[config.mk]
export PLATFORM = sky130hd
export DESIGN_NAME = vid_hostport
export DESIGN_NICKNAME = d
export VERILOG_FILES = /design/src/rtl/vhp_pkg.sv /design/src/rtl/vhp_index_reg.sv /design/src/rtl/vhp_byte_stage.sv /design/src/rtl/vhp_ptr_unit.sv /design/src/rtl/vid_hostport.sv
export SDC_FILE = /design/constraint.sdc
export NUM_CORES = 1
export LEC_CHECK = 0
export BUFFER_PORTS_ARGS = -buffer_cell sky130_fd_sc_hd__buf_4
export CORE_MARGIN = 4
export CORE_UTILIZATION = 50
export DETAILED_ROUTE_END_ITERATION = 16
export PLACE_DENSITY = 0.79
export SYNTH_ARGS = -nofsm -noshare
export SYNTH_HDL_FRONTEND = slang
export SYNTH_SLANG_ARGS = --single-unit
[constraint.sdc]
create_clock -name clk -period 2.4 [get_ports clk]
set_input_delay 0.36 -clock clk [delete_from_list [all_inputs] [get_ports clk]]
set_output_delay 0.36 -clock clk [all_outputs]
set_load 0.1 [all_outputs]
[src/rtl/vhp_pkg.sv]
package vhp_pkg;
   localparam int WORD_W = 16;
   localparam int BYTE_W = 8;

   typedef logic [WORD_W-1:0] word_t;
   typedef logic [BYTE_W-1:0] byte_t;
   typedef logic [1:0]        step_sel_t;

   // one outstanding video-memory request
   typedef struct packed {
      logic  we;
      logic  re;
      word_t addr;
      word_t data;
   } vram_req_t;
endpackage

[src/rtl/vhp_index_reg.sv]
module vhp_index_reg #(
   parameter int IDX_W      = 5,
   parameter int NUM_REGS   = 20,
   parameter int RSVD_FIRST = 3,
   parameter int RSVD_LAST  = 4,
   parameter int CTRL_IDX   = 5
) (
   input  logic             clk,
   input  logic             rst_n,
   input  logic             load,
   input  logic [IDX_W-1:0] din,
   output logic [IDX_W-1:0] idx,
   output logic             sel_wptr,
   output logic             sel_rptr,
   output logic             sel_data,
   output logic             sel_ctrl,
   output logic             sel_fwd
);
   localparam int WPTR_IDX = 0;
   localparam int RPTR_IDX = 1;
   localparam int DATA_IDX = 2;

   logic in_range, reserved;

   always_ff @(posedge clk) begin
      if (!rst_n)    idx <= '0;
      else if (load) idx <= din;
   end

   always_comb begin
      in_range = int'(idx) < NUM_REGS;
      reserved = (int'(idx) >= RSVD_FIRST) && (int'(idx) <= RSVD_LAST);
      sel_wptr = int'(idx) == WPTR_IDX;
      sel_rptr = int'(idx) == RPTR_IDX;
      sel_data = int'(idx) == DATA_IDX;
      sel_ctrl = int'(idx) == CTRL_IDX;
      sel_fwd  = in_range && !reserved && (int'(idx) > DATA_IDX);
   end
endmodule

[src/rtl/vhp_byte_stage.sv]
module vhp_byte_stage
   import vhp_pkg::*;
(
   input  logic  clk,
   input  logic  rst_n,
   input  logic  lo_load,
   input  byte_t lo_in,
   input  byte_t hi_in,
   output word_t word
);
   byte_t lo_q;

   always_ff @(posedge clk) begin
      if (!rst_n)       lo_q <= '0;
      else if (lo_load) lo_q <= lo_in;
   end

   assign word = {hi_in, lo_q};
endmodule

[src/rtl/vhp_ptr_unit.sv]
module vhp_ptr_unit
   import vhp_pkg::*;
#(
   parameter int PTR_W     = 16,
   parameter int STEP_IMPL = 0   // 0: table decode, 1: shift decode
) (
   input  logic             clk,
   input  logic             rst_n,
   input  logic             load,
   input  logic [PTR_W-1:0] load_val,
   input  logic             advance,
   input  step_sel_t        step_sel,
   output logic [PTR_W-1:0] ptr,
   output logic [PTR_W-1:0] ptr_nxt,
   output logic [PTR_W-1:0] step
);
   generate
      if (STEP_IMPL == 0) begin : g_table
         always_comb begin
            case (step_sel)
               2'd0:    step = PTR_W'(1);
               2'd1:    step = PTR_W'(32);
               2'd2:    step = PTR_W'(64);
               default: step = PTR_W'(128);
            endcase
         end
      end else begin : g_shift
         always_comb begin
            if (step_sel == 2'd0) step = PTR_W'(1);
            else                  step = PTR_W'(1) << (int'(step_sel) + 4);
         end
      end
   endgenerate

   always_comb begin
      ptr_nxt = ptr;
      if (load)         ptr_nxt = load_val;
      else if (advance) ptr_nxt = ptr + step;   // wraps at 2**PTR_W
   end

   always_ff @(posedge clk) begin
      if (!rst_n) ptr <= '0;
      else        ptr <= ptr_nxt;
   end
endmodule

[src/rtl/vid_hostport.sv]
module vid_hostport
   import vhp_pkg::*;
#(
   parameter int IDX_W      = 5,
   parameter int NUM_REGS   = 20,
   parameter int RSVD_FIRST = 3,
   parameter int RSVD_LAST  = 4,
   parameter int CTRL_IDX   = 5,
   parameter int STEP_LSB   = 11,
   parameter int STEP_IMPL  = 0
) (
   input  logic             clk,
   input  logic             rst_n,
   input  logic             host_port,
   input  logic             host_hi,
   input  logic             host_wr,
   input  logic             host_rd,
   input  logic [7:0]       host_wdata,
   output logic [7:0]       host_rdata,
   input  logic [15:0]      status_in,
   output logic [15:0]      vram_addr,
   output logic             vram_we,
   output logic [15:0]      vram_wdata,
   output logic             vram_re,
   input  logic [15:0]      vram_rdata,
   output logic             reg_wr,
   output logic [IDX_W-1:0] reg_idx,
   output logic [15:0]      reg_wdata
);
   localparam int PTR_W = WORD_W;

   generate
      if (NUM_REGS > (1 << IDX_W)) begin : g_chk_idx
         $error("NUM_REGS does not fit in IDX_W bits");
      end
      if (RSVD_FIRST <= 2 || RSVD_LAST < RSVD_FIRST || RSVD_LAST >= NUM_REGS) begin : g_chk_rsvd
         $error("reserved range must lie between the data slot and NUM_REGS");
      end
      if (CTRL_IDX <= RSVD_LAST || CTRL_IDX >= NUM_REGS) begin : g_chk_ctrl
         $error("control index must be a forwarded register");
      end
      if (STEP_LSB < 0 || STEP_LSB > WORD_W - 2) begin : g_chk_lsb
         $error("step field outside the word");
      end
      if (STEP_IMPL != 0 && STEP_IMPL != 1) begin : g_chk_impl
         $error("STEP_IMPL must be 0 or 1");
      end
   endgenerate

   // host access decode
   logic idx_load, lo_wr, hi_wr, hi_rd;
   assign idx_load = host_wr && !host_port && !host_hi;
   assign lo_wr    = host_wr &&  host_port && !host_hi;
   assign hi_wr    = host_wr &&  host_port &&  host_hi;
   assign hi_rd    = host_rd &&  host_port &&  host_hi;

   logic [IDX_W-1:0] idx_q;
   logic sel_wptr, sel_rptr, sel_data, sel_ctrl, sel_fwd;

   vhp_index_reg #(
      .IDX_W(IDX_W), .NUM_REGS(NUM_REGS), .RSVD_FIRST(RSVD_FIRST),
      .RSVD_LAST(RSVD_LAST), .CTRL_IDX(CTRL_IDX)
   ) u_index (
      .clk(clk), .rst_n(rst_n), .load(idx_load), .din(host_wdata[IDX_W-1:0]),
      .idx(idx_q), .sel_wptr(sel_wptr), .sel_rptr(sel_rptr),
      .sel_data(sel_data), .sel_ctrl(sel_ctrl), .sel_fwd(sel_fwd)
   );

   word_t word;
   vhp_byte_stage u_stage (
      .clk(clk), .rst_n(rst_n), .lo_load(lo_wr), .lo_in(host_wdata),
      .hi_in(host_wdata), .word(word)
   );

   // step selection held locally from the control register
   step_sel_t step_sel_q;
   always_ff @(posedge clk) begin
      if (!rst_n)                 step_sel_q <= 2'd0;
      else if (hi_wr && sel_ctrl) step_sel_q <= word[STEP_LSB +: 2];
   end

   logic [PTR_W-1:0] wptr_q, wptr_nxt, rptr_q, rptr_nxt, step_val, step_r;
   logic wr_commit, rd_load, rd_adv;
   assign wr_commit = hi_wr && sel_data;
   assign rd_load   = hi_wr && sel_rptr;
   assign rd_adv    = hi_rd && sel_data;

   vhp_ptr_unit #(.PTR_W(PTR_W), .STEP_IMPL(STEP_IMPL)) u_wptr (
      .clk(clk), .rst_n(rst_n), .load(hi_wr && sel_wptr), .load_val(word),
      .advance(wr_commit), .step_sel(step_sel_q),
      .ptr(wptr_q), .ptr_nxt(wptr_nxt), .step(step_val)
   );

   vhp_ptr_unit #(.PTR_W(PTR_W), .STEP_IMPL(STEP_IMPL)) u_rptr (
      .clk(clk), .rst_n(rst_n), .load(rd_load), .load_val(word),
      .advance(rd_adv), .step_sel(step_sel_q),
      .ptr(rptr_q), .ptr_nxt(rptr_nxt), .step(step_r)
   );

   // video-memory request register: at most one host access per cycle,
   // so a write and a fetch never compete
   vram_req_t req_q;
   logic      fetch_d;
   word_t     latch_q;

   always_ff @(posedge clk) begin
      if (!rst_n) begin
         req_q   <= '0;
         fetch_d <= 1'b0;
         latch_q <= '0;
      end else begin
         req_q.we   <= wr_commit;
         req_q.re   <= rd_load || rd_adv;
         req_q.addr <= wr_commit ? wptr_q : rptr_nxt;
         req_q.data <= word;
         fetch_d    <= req_q.re;
         if (fetch_d) latch_q <= vram_rdata;
      end
   end

   assign vram_we    = req_q.we;
   assign vram_re    = req_q.re;
   assign vram_addr  = req_q.addr;
   assign vram_wdata = req_q.data;

   // forwarding of registers owned elsewhere
   logic             fwd_q;
   logic [IDX_W-1:0] fwd_idx_q;
   word_t            fwd_data_q;

   always_ff @(posedge clk) begin
      if (!rst_n) begin
         fwd_q      <= 1'b0;
         fwd_idx_q  <= '0;
         fwd_data_q <= '0;
      end else begin
         fwd_q <= hi_wr && sel_fwd;
         if (hi_wr && sel_fwd) begin
            fwd_idx_q  <= idx_q;
            fwd_data_q <= word;
         end
      end
   end

   assign reg_wr    = fwd_q;
   assign reg_idx   = fwd_idx_q;
   assign reg_wdata = fwd_data_q;

   // host read mux
   always_comb begin
      host_rdata = '0;
      if (host_rd) begin
         if (!host_port)    host_rdata = host_hi ? status_in[15:8] : status_in[7:0];
         else if (sel_data) host_rdata = host_hi ? latch_q[15:8]   : latch_q[7:0];
      end
   end

   logic unused_step_r;
   assign unused_step_r = ^step_r;
endmodule

# Word level (Yosys, flattened, before mapping)
# Cells that the tools add are included.
# Widths: inputs -> output; s select.
# word_totals
word_cells	59
regBits	120
output_inout_bits	64
# classes
eq_ne	5
addsub	2
n_reduce_logical	23
n_mux	11
magnitude_cmp	4
# op_table
cell	count
$mux 16	5
$mux 8	5
$add 16x8->16	2
$pmux 8 s3	1
$logic_and 1x1->1	16
$eq 5x2->1 const B	1
$eq 5x3->1 const B	1
$eq 5x4->1 const B	1
$ge 5x2->1 const B	1
$gt 5x2->1 const B	1
$le 5x3->1 const B	1
$logic_not 5->1	1
$lt 5x5->1 const B	1
$logic_not 1->1	3
$eq 2x1->1 const B	1
$eq 2x2->1 const B	1
$logic_not 2->1	1
$reduce_bool 2->1	1
$logic_or 1x1->1	1

# Longest topological paths before layout
# Gate-level depths: netlist of the first run.
# logic_depth
depth_word	6
ltp_mapped	11
ltp_nobuf	10

# By module
# Synthesis of the first run repeated with hierarchy kept, for this count alone.
# unflattened
hier_cells	684
area_unflattened_um2	6042.0
# by_module_without_submodules
mod	n_inst	seq_area_each_um2	cells_per_inst	area_per_inst_um2
vid_hostport	1	1501.4	300	2925.3
vhp_ptr_unit	2	320.3	163	1243.7
vhp_byte_stage	1	160.2	33	361.6
vhp_index_reg	1	100.1	25	267.8

# Worst setup path after synthesis of the first run
# OpenSTA, ideal clock, no wires.
# synth_timing
kind	register -> output
start	register u_index.idx[4]
end	output host_rdata[0]
required_ps	2040
path_buffers	0
path_stages_with_launch	6
path_slack_ps	-36
t_arrival_ps	2076
path_cell_list	dfxtp_1 > or3_4 > nor3b_2 > nand2_1 > o22ai_1 > and2_1
# synth_between
elab_chain_len	4
# synth_lines
item	line_no	rtl
start: declaration	vhp_index_reg.sv:12	output logic [IDX_W-1:0] idx,
start signal: assignment	vhp_index_reg.sv:27	else if (load) idx <= din;
$eq 5x3->1	vhp_index_reg.sv:35	sel_data = int'(idx) == DATA_IDX;
$mux 8	vid_hostport.sv:154	else if (sel_data) host_rdata = host_hi ? latch_q[15:8] : latch_q[7:0];
$mux 8	vid_hostport.sv:153	if (!host_port) host_rdata = host_hi ? status_in[15:8] : status_in[7:0];
$mux 8	vid_hostport.sv:152	if (host_rd) begin
end: declaration	vid_hostport.sv:19	output logic [7:0] host_rdata,
# No other way between the ends.

# Final worst setup path of the first run
# layout_timing
start	register u_index.idx[4]
end	output host_rdata[7]
# The elaborated chain is that of the path after synthesis.

==> results.ini, run 1 <==
[run_status]
status=finished with violations
violations=setup timing

[clock_network]
root_buffer=clkbuf_8
clock_latency_ps=530
clkTransAtPathRegs_ps=60
cts_num_sinks=120
clk_path_buf_depth=2
cts_tree=done
ctsHoldBuffers=0
cts_buffers=17
htreeDepth=4

[floorplan]
pin_count=110
dieArea_um2=12660
core-area_um2=10460
fp.dieW_um=112.5
row_count=37
die_h_um=112.5
floorplan.initialDensity_pct=52.21

[yosys]
synth_edf_count=0
synth_area_um2=5463
synth_top_family_by_area=simple AND/OR/NAND/NOR gates
async_flop_share_pct=0
synth_cells=608
avgSynthCellArea_um2=8.985
yosysSeqAreaShare_pct=43.98
synth_adder_area_share_pct=1.741
synthMuxAreaShare_pct=11.18
ys_ff_latch=120
synthSimpleGateAreaFrac_pct=20.52
synth.net_count=660
ys.flop_type=dfxtp_1
yosysWarnings=0
synth_compound_area_share_pct=14.57
synth_xor_area_share_pct=3.527
synth.distinct_cells=65

[route]
wl_per_cell_um=17.84
viasPerCell=5.732
drcViolationCount=0
firstDrtPassIters=5
dr_total_vias=4970
drt_iter0_drc=293
wirelength_mm=15.47
antenna_left=0

[layout]
drive_above_1_share_pct=29.41
final_core_util_pct=69.60
final_common_cell=buf_4
final_cell_mix=121 x buf_4, 116 x dfxtp_1, 85 x nor2_1, 61 x mux2i_1, 40 x nand2_1
num_antenna_cells=0
syn_to_final_growth_pct=33.30
nNetsFinal=770
final.fill_count=789

[worst_setup_path]
crit_slowest_cell=or3_4
critPathArrivalTime_ps=2210
required_ps=2040
path_cells=or3_4 > nor3b_4 > nand2_4 > o22ai_2 > and2_4 > buf_12
worst-path-max-fanout=8
path_delay_family=simple AND/OR/NAND/NOR gates
crit_type=flop to output port
startpoint_type=flop
cp-end-kind=output port
critPathBufInv=1
critPathMaxStageDelay_ps=390

[job]
cap_violations=0

[pwr]
pwr-share-seq_pct=40.3
power.density_nw_per_um2=701.1
switchingPower_mw=1.300
peakVddDrop_uv=688.9
comb_power_share_pct=9.5
swShare_pct=25.47
p_clk_share_pct=50.2
leakage_nw=2.966
p_int_mw=3.805
power_mw=5.105

[grt]
grt_use_total_pct=24.12
antenna_found_initial=0
grt_pass1_wl_mm=24.36
grt_pass1_vias=4910
overflow=0
grt_max_degree=40

[placement]
place_congestion=0.8976
hpwlAfterDp_mm=10.42
pre_cts_slack_ps=29.73
numPortBuffers=109

[sta]
fin_crit_ps=2569
maxSlewHeadroom_pct=61.84
fmaxAchievable_mhz=389.2
hold-worst-slack_ps=65.35
final.setup.worst_slack_ps=-169.3
setup_viol=8
rsz0062_at_grt=true
fin_setup_tns_ps=-1163
worst_pin_slew_ps=571.2
clock_skew_ps=12.89
hold_violations=0
post-route-period-util_pct=107.1
slew_viol_final=0

[worst_hold_path]
min_path_type=primary input to flop

==> path summary, 6_finish.rpt <==
kind                         end           start  slack, ps  cells past startpoint
setup / recovery   host_rdata[7]  u_index.idx[4]       -170                      6
hold / removal        latch_q[8]   vram_rdata[8]         70                      3
setup reg to reg  u_wptr.ptr[10]   step_sel_q[1]        120                     10
hold reg to reg          fetch_d         vram_re        490                      1
==> kinds of logic (layout without fill, tap and decap cells) <==
kind of cell / count (synthesis) / in the layout
buffers and inverters: 53 / 176
muxes: 61 / 61
xor gates and xnor gates: 22 / 22
adders and majority gates: 8 / 8
and+or+nand+nor: 221 / 221
DFF: 120 / 120
AOI/OAI and AO/OA: 123 / 123
==> layer usage <==
metal | vias up | routed length [um] | GRT usage (%)
met4 | 0 | 474 | 11.22
met1 | 2355 | 6350 | 29.10
met3 | 47 | 1224 | 6.523
li1 | 2344 | - | -
met2 | 224 | 7421 | 40.05
met5 | - | 0 | 0
==> through the flow <==
stage | area (um2) | instances
3_3_place_gp | 6411 | 833
2_1_floorplan | 5473 | 608
4_1_cts | 7212 | 867
5_1_grt | 7282 | 867
3_5_place_dp | 6411 | 833
6_report | 7282 | 867
==> power by group through the flow <==
stage,registers [mW],clock network [mW],logic [mW]
2_1_floorplan,2.20,0,0.187
3_3_place_gp,2.10,0,0.433
3_5_place_dp,2.10,0,0.439
4_1_cts,2.06,2.58,0.478
5_1_grt,2.06,2.69,0.506
6_report,2.06,2.57,0.484
==> Yosys cell counts (all sizes together), types with 4 or more instances <==
cell / instances / area [um2]
nor3: 4 / 25.02
nand4: 5 / 31.28
dfxtp: 120 / 2402
a22oi: 9 / 67.56
o211ai: 5 / 42.54
mux2i: 61 / 610.6
o21ai: 29 / 145.1
xor2: 10 / 87.58
and3: 5 / 31.28
ha: 6 / 75.07
nor2: 87 / 334.1
inv: 15 / 56.30
a21oi: 36 / 180.2
nor3b: 9 / 82.58
clkbuf: 16 / 60.06
a31oi: 4 / 25.02
and2: 25 / 156.4
o22ai: 13 / 81.33
a21o: 4 / 30.03
nand3: 20 / 105.1
nand2: 43 / 171.4
xnor2: 12 / 105.1
buf: 22 / 128.9
nor2b: 6 / 37.54
or3: 4 / 35.03
==> worst reg2reg max path, stage by stage (launching register included) <==
cell	delay (ps)
dfxtp_2	400
nor2_4	60
ha_1	210
ha_1	240
and4_1	270
maj3_1	370
nor2b_2	150
nor2_1	110
nand3_1	120
xor2_1	150
o22ai_1	90
==> repair_timing <==
| item | 4_1_cts | 5_1_grt |
|---|---|---|
| setup endpoints to repair | 9 | 21 |
| buffers inserted | 2 | 0 |
| gates resized for setup | 47 | 17 |
| pin swaps | 19 | 9 |
==> registers in the layout, indices dropped and copies added (netlist names) <==
| signal | count |
|---|---|
| fetch_d | 1 |
| latch_q | 16 |
| reg_idx | 5 |
| reg_wdata | 16 |
| reg_wr | 1 |
| step_sel_q | 2 |
| u_index.idx | 5 |
| u_rptr.ptr | 16 |
| u_stage.lo_q | 8 |
| u_wptr.ptr | 16 |
| vram_addr | 16 |
| vram_re | 1 |
| vram_wdata | 16 |
| vram_we | 1 |
==> cell type report <==
type                            count  area [um2]  area share (%)
Sequential cell                   120        2410           33.09
Clock inverter                     14       172.7           2.371
Timing Repair Buffer              129        1069           14.67
Multi-Input combinational cell    435        2977           40.88
Clock buffer                       18       427.9           5.876
Tap cell                          136       170.2           2.337
Inverter                           15       56.30          0.7732
(Power assumes the default switching activity.)
==> run 2: changes to the inputs <==
--- a/config.mk
+++ b/config.mk
@@ -6,7 +6,7 @@
 export NUM_CORES = 1
 export LEC_CHECK = 0
 export BUFFER_PORTS_ARGS = -buffer_cell sky130_fd_sc_hd__buf_4
-export CORE_MARGIN = 4
+export CORE_ASPECT_RATIO = 0.6
 export CORE_UTILIZATION = 50
 export DETAILED_ROUTE_END_ITERATION = 16
 export PLACE_DENSITY = 0.79
==> run 2 against run 1 <==
Compared with the run above:
- the run still ends with setup timing left
- global-route usage rose by 6.0 points
- critical path depth did not move
- total power down 3.0%
- sequential power barely moved
- design area is 0.88% lower
- hold slack better by 120 ps
- critical endpoint is now host_rdata[6]
==> results.ini, run 2 (same netlist as run 1, synthesis figures left out) <==
[grt]
grt_max_degree=40
antenna_found_initial=0
grt_pass1_vias=4785
grt_use_total_pct=30.11
overflow=0
grt_pass1_wl_mm=25.79

[sta]
final.setup.worst_slack_ps=-88.34
fin_crit_ps=2488
slew_viol_final=0
fmaxAchievable_mhz=401.9
hold_violations=0
rsz0062_at_grt=true
post-route-period-util_pct=103.7
clock_skew_ps=9.407
worst_pin_slew_ps=586.8
maxSlewHeadroom_pct=60.71
setup_viol=9

[layout]
drive_above_1_share_pct=28.18
syn_to_final_growth_pct=32.13
stdcell_area_um2=7218
sequential_cell_area_um2=2410
final_cell_mix=120 x buf_4, 116 x dfxtp_1, 85 x nor2_1, 61 x mux2i_1, 40 x nand2_1
multi_input_area_um2=2938
fin_cells=870
final.fill_count=819
final_core_util_pct=68.13
num_antenna_cells=0
final_common_cell=buf_4
nNetsFinal=770

[worst_hold_path]
min_path_type=primary input to flop

[run_status]
status=finished with violations
violations=setup timing

[clock_network]
clk_path_buf_depth=2
clock_latency_ps=410
cts_tree=done
htreeDepth=4
cts_buffers=17
root_buffer=clkbuf_16
cts_num_sinks=120
clkTransAtPathRegs_ps=60

[worst_setup_path]
worst-path-max-fanout=8
crit_type=flop to output port
critPathBufInv=1
required_ps=2040
crit_slowest_cell=or3_4
critPathArrivalTime_ps=2130
critPathMaxStageDelay_ps=390
startpoint_type=flop
path_cells=or3_4 > nor3b_4 > nand2_4 > o22ai_4 > and2_4 > buf_12
path_delay_family=simple AND/OR/NAND/NOR gates
cp-end-kind=output port

[floorplan]
die_h_um=82.97
dieArea_um2=11360
core-area_um2=10600
pin_count=110
floorplan.initialDensity_pct=51.56
row_count=29
fp.dieW_um=136.9

[placement]
dpl_cell_area_um2=6412
pre_cts_slack_ps=83.78
hpwlAfterDp_mm=11.21
place_congestion=0.9105
dp.cells=834
numPortBuffers=109

[route]
firstDrtPassIters=6
wirelength_mm=16.76
drcViolationCount=0
antenna_left=0
drt_iter0_drc=602
viasPerCell=5.818
wl_per_cell_um=19.26
dr_total_vias=5062

[pwr]
power.density_nw_per_um2=686.0
leakage_nw=2.952
peakVddDrop_uv=575.1

[job]
cap_violations=0

run 2: changes by cell type in the layout (fill, tap and decap cells not counted), sizes merged:
cell	previous run	this run
bufinv	3	1
clkbuf	18	22
inv	17	16
clkinv	4	3
run 2: stage by stage:
step	power, mW	TNS [ps]	hold WS [ps]
floorplan	2.386	0	435.7
global placement	2.532	0	459.6
detailed placement	2.542	0	467.4
CTS	4.945	-1.700	182.9
global route	5.091	-1030	180.4
finish	4.952	-494.6	189.3
run 2: final cells by class:
type                            instances  area share (%)
Clock buffer                           22           6.431
Multi-Input combinational cell        435           40.70
Clock inverter                         10           1.317
Timing Repair Buffer                  129           14.98
Sequential cell                       120           33.39
Tap cell                              139           2.409
Inverter                               15          0.7800
run 2: final timing paths:
path                        from             end  slack, ps  cells past startpoint
setup / recovery  u_index.idx[4]   host_rdata[6]        -90                      6
setup reg to reg   step_sel_q[1]  u_wptr.ptr[10]          0                     10
hold reg to reg    u_wptr.ptr[0]   u_wptr.ptr[0]        490                      2
hold / removal     vram_rdata[7]      latch_q[7]        190                      3
run 2: worst register-to-register path, delay by kind of cell (launching register included):
family	cells	cell delay [ps]
xor+xnor	1	180
fa+ha+maj	3	840
compound gates	1	110
flops	1	380
simple gates	5	750
run 2: what timing repair did:
item | 4_1_cts | 5_1_grt
setup buffers | 3 | 1
setup endpoints to repair | 8 | 14
resized for setup | 46 | 9
pin swaps | 13 | 3
hold buffers | 0 | 0
run 2: metal layers:
metal	vias to the layer above	routed length (um)	GRT usage, %
met1	2383	7493	41.98
met3	42	1888	13.55
met4	0	350	7.792
met5	-	0	0
met2	291	7024	41.64
li1	2346	-	-
run 2: power by group:
group          internal (mW)  switching [mW]
sequential              2.03          0.0356
combinational          0.167           0.323
clock                   1.48           0.922
==> run 3: changes to the inputs <==
--- a/config.mk
+++ b/config.mk
@@ -6,10 +6,10 @@
 export NUM_CORES = 1
 export LEC_CHECK = 0
 export BUFFER_PORTS_ARGS = -buffer_cell sky130_fd_sc_hd__buf_4
-export CORE_ASPECT_RATIO = 0.6
 export CORE_UTILIZATION = 50
 export DETAILED_ROUTE_END_ITERATION = 16
 export PLACE_DENSITY = 0.79
+export RECOVER_POWER = 25
 export SYNTH_ARGS = -nofsm -noshare
 export SYNTH_HDL_FRONTEND = slang
 export SYNTH_SLANG_ARGS = --single-unit
==> run 3 against run 2 <==
Compared with the run above:
- the flow finishes with violations (capacitance limit, slew limit, setup timing)
- critical path depth is the same
- die area shrank 0.12%
- non-clock buffer count grew 6
- global-route usage shrank 1.2 points
- worst setup slack lost 74 ps
- combinational power is essentially flat
- count of clock-buffer cells in the layout shrank 1
- final cell count grew 0.34%
- first-iteration DRC count shrank 43%
- design area grew 1.4%
- critical path type unchanged
- critical endpoint is now host_rdata[7]
- largest cell class unchanged
==> results.ini, run 3 (same netlist as run 1, synthesis figures left out) <==
[run_status]
status=finished with violations
violations=capacitance limit, slew limit, setup timing

[layout]
drive_above_1_share_pct=28.90
syn_to_final_growth_pct=33.97
final_cell_mix=124 x buf_4, 116 x dfxtp_1, 85 x nor2_1, 61 x mux2i_1, 40 x nand2_1
final_core_util_pct=69.95
fin_cells=873
final_common_cell=buf_4
nNetsFinal=776
num_antenna_cells=0

[grt]
grt_use_total_pct=28.86
antenna_found_initial=0
grt_max_degree=40
overflow=0
grt_pass1_wl_mm=25.18
grt_pass1_vias=5035

[worst_setup_path]
critPathBufInv=1
crit_start=u_index.idx[4]
reg2reg_depth=8
crit_slowest_cell=or3_4
path_depth=6
required_ps=2040
worstReg2RegEnd=vram_addr[9]
critPathMaxStageDelay_ps=380
critPathArrivalTime_ps=2200
path_delay_family=simple AND/OR/NAND/NOR gates
worst-path-max-fanout=8
timing.rr.start=step_sel_q[1]
cp-end-kind=output port
crit_path_end=host_rdata[7]
path_cells=or3_4 > nor3b_4 > nand2_4 > o22ai_2 > and2_4 > buf_12
startpoint_type=flop
rrSetupSlack_ps=60
crit_type=flop to output port

[job]
cap_violations=1

[worst_hold_path]
min_path_type=primary input to flop

[sta]
final.setup.worst_slack_ps=-162.3
worst_pin_slew_ps=1839
post-route-period-util_pct=106.8
hold-worst-slack_ps=73.07
clock_skew_ps=7.819
fin_crit_ps=2562
maxSlewHeadroom_pct=-22.59
rsz0062_at_grt=true
hold_violations=0
slew_viol_final=40
fmaxAchievable_mhz=390.3
setup_viol=8

[placement]
dp.cells=835
place_congestion=0.9109
pre_cts_slack_ps=31.22
numPortBuffers=109
hpwlAfterDp_mm=10.34

[clock_network]
clk_path_buf_depth=2
clkTransAtPathRegs_ps=60
htreeDepth=4
clock_latency_ps=520
ctsHoldBuffers=0
cts_tree=done
cts_buffers=17
root_buffer=clkbuf_8
cts_num_sinks=120

[pwr]
pwr-share-seq_pct=40.5
p_clk_share_pct=49.9
power.density_nw_per_um2=693.6
leakage_nw=2.991
switchingPower_mw=1.273
p_int_mw=3.803
peakVddDrop_uv=388.1
comb_power_share_pct=9.6
swShare_pct=25.08

[floorplan]
floorplan.initialDensity_pct=52.21
fp.dieW_um=106.5
pin_count=110
core-area_um2=10460
dieArea_um2=11350
row_count=37
die_h_um=106.5

[route]
dr_total_vias=5081
wl_per_cell_um=17.98
wirelength_mm=15.70
viasPerCell=5.820
antenna_left=0
firstDrtPassIters=6
drt_iter0_drc=346
drcViolationCount=0

==> run 3: worst min path at each step <==
| stage | startpoint | to | slack, ps | cells past startpoint |
|---|---|---|---|---|
| after floorplan | u_wptr.ptr[0] | u_wptr.ptr[0] | 440 | 2 |
| after detailed placement | reg_idx[0] | reg_idx[0] | 470 | 2 |
| after global placement | u_wptr.ptr[0] | u_wptr.ptr[0] | 460 | 2 |
| after global routing | vram_rdata[12] | latch_q[12] | 70 | 3 |
| after CTS | vram_rdata[5] | latch_q[5] | 70 | 3 |
| final | vram_rdata[5] | latch_q[5] | 70 | 3 |
==> run 3: power groups by stage <==
stage	sequential [mW]	clock (mW)	combinational [mW]
floorplan	2.20	0	0.187
global route	2.06	2.65	0.507
global placement	2.10	0	0.431
finish	2.06	2.53	0.487
CTS	2.06	2.53	0.477
detailed placement	2.10	0	0.440
==> run 3: cell type report <==
type / count / area [um2]
clock buffer: 21 / 439.2
clock inverter: 11 / 148.9
fill: 758 / 3144
inverter: 15 / 56.30
multi-input combinational: 435 / 2972
sequential: 120 / 2412
tap: 136 / 170.2
timing repair buffer: 135 / 1120
==> run 3: what timing repair did <==
item                       4_1_cts  5_1_grt
pin swaps                       16       12
setup buffers                    3        3
gates resized for setup         48       16
setup endpoints to repair       11       19
==> run 3: worst register-to-register path, stage by stage, from the launching register on <==
cell and delay, ps:
dfxtp_4 370, and2_1 200, ha_1 340, inv_2 80, or3_1 420, o221ai_4 220
nand3_1 140, xor2_1 180, o31ai_1 280
==> run 3: stage by stage <==
step	area, um2	TNS (ps)	total power [mW]
floorplan	5473	0	2.386
global placement	6439	0	2.530
detailed placement	6439	0	2.540
CTS	7232	-946.1	5.068
global route	7318	-1721	5.214
finish	7318	-1069	5.076
==> run 3: routing by layer <==
metal,global-route usage [%],routed length [um],vias up,share of wire [%]
met2,45.78,7317,269,47
met4,13.21,499,0,3.2
met3,7.909,1316,46,8.4
li1,-,-,2355,-
met5,0,0,-,0
met1,36.48,6566,2411,42
